`src/rtl/wr_fence.sv`:
```
module wr_fence #(
  parameter int AW = 32,
  parameter int DW = 32,
  parameter int SW = 4,
  parameter int TW = 4,
  parameter int QD = 4
) (
  input  logic          clk,
  input  logic          rst,
  input  logic          up_valid,
  output logic          up_ready,
  input  logic [AW-1:0] up_addr,
  input  logic [DW-1:0] up_data,
  input  logic [SW-1:0] up_sid,
  input  logic          up_relaxed,
  output logic          dn_valid,
  input  logic          dn_ready,
  output logic [AW-1:0] dn_addr,
  output logic [DW-1:0] dn_data,
  output logic [SW-1:0] dn_sid,
  output logic          dn_relaxed,
  output logic [TW-1:0] dn_tag,
  input  logic          ack_valid,
  input  logic [TW-1:0] ack_tag,
  output logic [TW:0]   outstanding,
  output logic          idle,
  output logic          ack_err
);
  localparam int NT = 1 << TW;
  localparam int QW = (QD > 1) ? $clog2(QD) : 1;
  localparam int EW = 1 + SW + AW + DW;

  logic [EW-1:0] q_mem [QD];
  logic [QW-1:0] wp, rp;
  logic [QW:0]   qn;
  logic [NT-1:0] busy;
  logic          err_q;

  logic          have_free;
  logic [TW-1:0] free_tag;
  logic [TW:0]   cnt;

  always_comb begin
    have_free = 1'b0;
    free_tag  = '0;
    for (int i = NT - 1; i >= 0; i--) begin
      if (!busy[i]) begin
        have_free = 1'b1;
        free_tag  = TW'(i);
      end
    end
  end

  always_comb begin
    cnt = '0;
    for (int i = 0; i < NT; i++) cnt = cnt + (TW+1)'(busy[i]);
  end

  logic [EW-1:0] head;
  logic          q_empty, q_full, fire, accept, ack_hit;

  assign head       = q_mem[rp];
  assign q_empty    = (qn == '0);
  assign q_full     = (qn == (QW+1)'(QD));
  assign dn_relaxed = head[EW-1];
  assign dn_sid     = head[AW+DW +: SW];
  assign dn_addr    = head[DW +: AW];
  assign dn_data    = head[DW-1:0];
  assign dn_tag     = free_tag;
  assign dn_valid   = !q_empty && have_free && (dn_relaxed || busy == '0);
  assign fire       = dn_valid && dn_ready;
  assign up_ready   = !q_full && have_free;
  assign accept     = up_valid && up_ready;
  assign ack_hit    = ack_valid && busy[ack_tag];
  assign outstanding = cnt;
  assign idle       = q_empty && (busy == '0);
  assign ack_err    = err_q;

  function automatic logic [QW-1:0] step_ptr(input logic [QW-1:0] p);
    return (p == QW'(QD - 1)) ? '0 : p + 1'b1;
  endfunction

  logic [NT-1:0] set_m, clr_m;
  assign set_m = fire    ? (NT'(1) << free_tag) : '0;
  assign clr_m = ack_hit ? (NT'(1) << ack_tag)  : '0;

  always_ff @(posedge clk) begin
    if (accept) q_mem[wp] <= {up_relaxed, up_sid, up_addr, up_data};
  end

  always_ff @(posedge clk) begin
    if (rst) begin
      wp    <= '0;
      rp    <= '0;
      qn    <= '0;
      busy  <= '0;
      err_q <= 1'b0;
    end else begin
      if (accept) wp <= step_ptr(wp);
      if (fire)   rp <= step_ptr(rp);
      qn    <= qn + (QW+1)'(accept) - (QW+1)'(fire);
      busy  <= (busy & ~clr_m) | set_m;
      if (ack_valid && !busy[ack_tag]) err_q <= 1'b1;
    end
  end
endmodule

```
`config.mk`:
```
export PLATFORM = sky130hd
export DESIGN_NAME = wr_fence
export DESIGN_NICKNAME = d
export VERILOG_FILES = /design/src/rtl/wr_fence.sv
export SDC_FILE = /design/constraint.sdc
export NUM_CORES = 1
export LEC_CHECK = 0
export BUFFER_PORTS_ARGS = -buffer_cell sky130_fd_sc_hd__buf_2
export CAP_MARGIN = 20
export CORE_MARGIN = 2
export CORE_UTILIZATION = 60
export CTS_BUF_LIST = sky130_fd_sc_hd__clkbuf_2
export DETAILED_ROUTE_END_ITERATION = 16
export PLACE_DENSITY = 0.83
export SKIP_CTS_REPAIR_TIMING = 1
export SYNTH_ARGS = -nofsm -noshare
export SYNTH_HDL_FRONTEND = slang
export SYNTH_SLANG_ARGS = --single-unit
```
`constraint.sdc`:
```
create_clock -name clk -period 5.16 [get_ports clk]
set_clock_uncertainty 0.15 [all_clocks]
set_input_delay 0.516 -clock clk [delete_from_list [all_inputs] [get_ports clk]]
set_output_delay 0.516 -clock clk [all_outputs]
set_load 0.05 [all_outputs]
```
==> metrics.txt <==
reg2reg setup slack=1.66 ns; final setup margin=0.191 ns; most common cell after layout, fill and taps aside=edfxtp_1; vias=6,812; IO Port Bufs=159; CTS tree=built; Reg clk slew, reported paths=0.11 ns; die height=145 um; grt total ovfl=0; largest net degree at the start of global routing=70; row cnt=51; Syn Area/Cell=20.5 um2; H-tree depth=3; Hold Path End=busy[7]$_SDFF_PP0_; # fillers=1,166; mapped cell area=0.0120 mm2; maximum vdd ir drop=0.000315 V; first-pass GRT wire length=36,300 um; vias in the first global route=7,080; Max Buffers Root-to-Sink=3; Synth-to-Final Area Change=21.1%; register area share after synthesis=73.4%; clk_lat worst skew=0.79 ns; DRT iter0 DRCs=532; outcome=complete, no violations; Routed WL per cell=20.6 um; final period utilization=96.3%; final wirelength=24,900 um; R2R depth=11; Yosys reg bits=302; Ys Warns=0; GRT Resource Usage Total=22.3%; MaxCap Viol Count=0; Reg area=0.00884 mm2; Core Region=0.0195 mm2; initial antenna violation count=1; Placer Congestion=0.883; Worst slew margin=28.4%; crit path DAT=4.30 ns; Slew Viols, Final=0; CP endpoint kind=output pin; DP Wirelength=14,000 um; Worst Path Required=4.49 ns; fin nets=986; pre-CTS WS=0.694 ns; Lkg Pwr=5.25 nW; worst hold path type=in -> reg; area of the multi-input gates=0.00292 mm2; Peak Freq=201 MHz; DR DRC count=0; Post-DRT Antenna Nets=0; Initial Util=61.4%; syn_nets=688; RSZ-0062 raised after global routing=false; Hold Path Stages=5; Syn Inst Count=586; share of cells above drive strength 1=41.3%; Crit Path Max Fanout=5; drt first pass iters=5; Worst Max-Slew Pin Slew=1.07 ns; Horiz. Die Dim=145 um; Final Util=74.4%; Pwr per Cell Area=456 mW/mm2; Setup violations, final=0; ys flop type=edfxtp_1; CTS buffer count=75; most frequent cells in the layout=edfxtp_1 (276), buf_2 (157), clkbuf_2 (102), dlygate4sd3_1 (76), mux4_2 (72); vias per cell=5.63; Final TNS setup=0 ns; Period minus WS final=4.97 ns; Async S/R FF share, synth=0%; CTS sink count=302; critical path type=reg -> out; io pins=160; Worst setup SP type=flip-flop; hold wc startpoint=ack_valid; Yosys cell types=51; Reg2Reg Capture Point=qn[2]$_SDFF_PP0_; Post-synth EDFFs=276; final hold vios=0; root buffer selected by CTS=clkbuf_2; die area=0.0211 mm2
-- cell families after synthesis --
family	share of synthesized area [%]
and+or+nand+nor	4.02
xor gates and xnor gates	0.292
DFF	73.4
buffers and inverters	2.30
muxes	14.1
AOI/OAI and AO/OA	2.68
adders and majority gates	3.19
-- layout make-up --
type / instances / area share [%]
flip-flops and latches: 302 / 60.9
clock buffers: 102 / 3.52
well taps: 265 / 2.28
repair buffers: 243 / 11.3
diodes: 2 / 0.0345
clock inverters: 34 / 1.03
multi-input cells: 229 / 20.1
inverters: 33 / 0.853
-- cells in the mapped netlist (6+ instances only) --
cell type | n | share of area [%]
edfxtp_1 | 276 | 69
mux4_2 | 72 | 14
inv_1 | 33 | 1.0
dfxtp_1 | 26 | 4.3
nand2_1 | 16 | 0.50
nor2_1 | 14 | 0.44
a21oi_1 | 13 | 0.54
ha_1 | 13 | 1.4
fa_1 | 11 | 1.8
o21ai_1 | 10 | 0.42
buf_2 | 7 | 0.29
clkbuf_1 | 7 | 0.22
nand3_1 | 7 | 0.29
nand4_1 | 6 | 0.31
-- worst max-delay path: stages, from the launching register on --
cell and delay [ns]:
dfxtp_4 0.38, fa_1 0.49, fa_1 0.50, inv_1 0.06
fa_1 0.41, fa_1 0.58, inv_1 0.07, ha_1 0.27
a21o_1 0.16, a21oi_1 0.19, xnor2_1 0.16, clkbuf_4 0.26
-- metrics by stage --
| step | area [um2] | instances | total power, mW | hold slack [ns] |
|---|---|---|---|---|
| 6_report | 14500 | 1210 | 6.62 | 0.0883 |
| 5_1_grt | 14500 | 1210 | 6.91 | 0.0389 |
| 4_1_cts | 13700 | 1126 | 6.60 | -0.356 |
| 3_5_place_dp | 13000 | 990 | 5.12 | 0.338 |
| 3_3_place_gp | 13000 | 990 | 5.07 | 0.318 |
| 2_1_floorplan | 12000 | 586 | 4.66 | 0.308 |
-- layer usage --
metal,share of wire (%),up-vias,GRT usage (%)
li1,-,3034,-
met1,38,3436,27.2
met2,51,291,36.7
met3,7.9,51,7.43
met4,2.4,0,9.95
met5,0,-,0
-- power breakdown --
part | internal (mW) | total [mW] | switching [mW]
clock | 0.552 | 1.51 | 0.956
combinational | 0.652 | 2.07 | 1.42
sequential | 2.92 | 3.05 | 0.125
total | 4.13 | 6.62 | 2.50
-- flip-flops by register name (all words and copies together), names as in the netlist, named ones only --
register and flops:
ack_err 1, busy 16, q_mem 276, qn 3, rp 2, wp 2
-- how the worst max path moves through the flow --
| stage | slack [ns] | to | cells after the start | startpoint |
|---|---|---|---|---|
| CTS | -0.24 | outstanding[4] | 12 | busy[7]$_SDFF_PP0_ |
| global placement | 0.83 | outstanding[4] | 12 | busy[7]$_SDFF_PP0_ |
| global route | 0.01 | outstanding[3] | 11 | busy[11]$_SDFF_PP0_ |
| finish | 0.19 | outstanding[3] | 11 | busy[11]$_SDFF_PP0_ |
| detailed placement | 0.69 | outstanding[4] | 12 | busy[5]$_SDFF_PP0_ |
| floorplan | 0.56 | outstanding[2] | 10 | busy[5]$_SDFF_PP0_ |
Power figures use the tool's default switching activity.
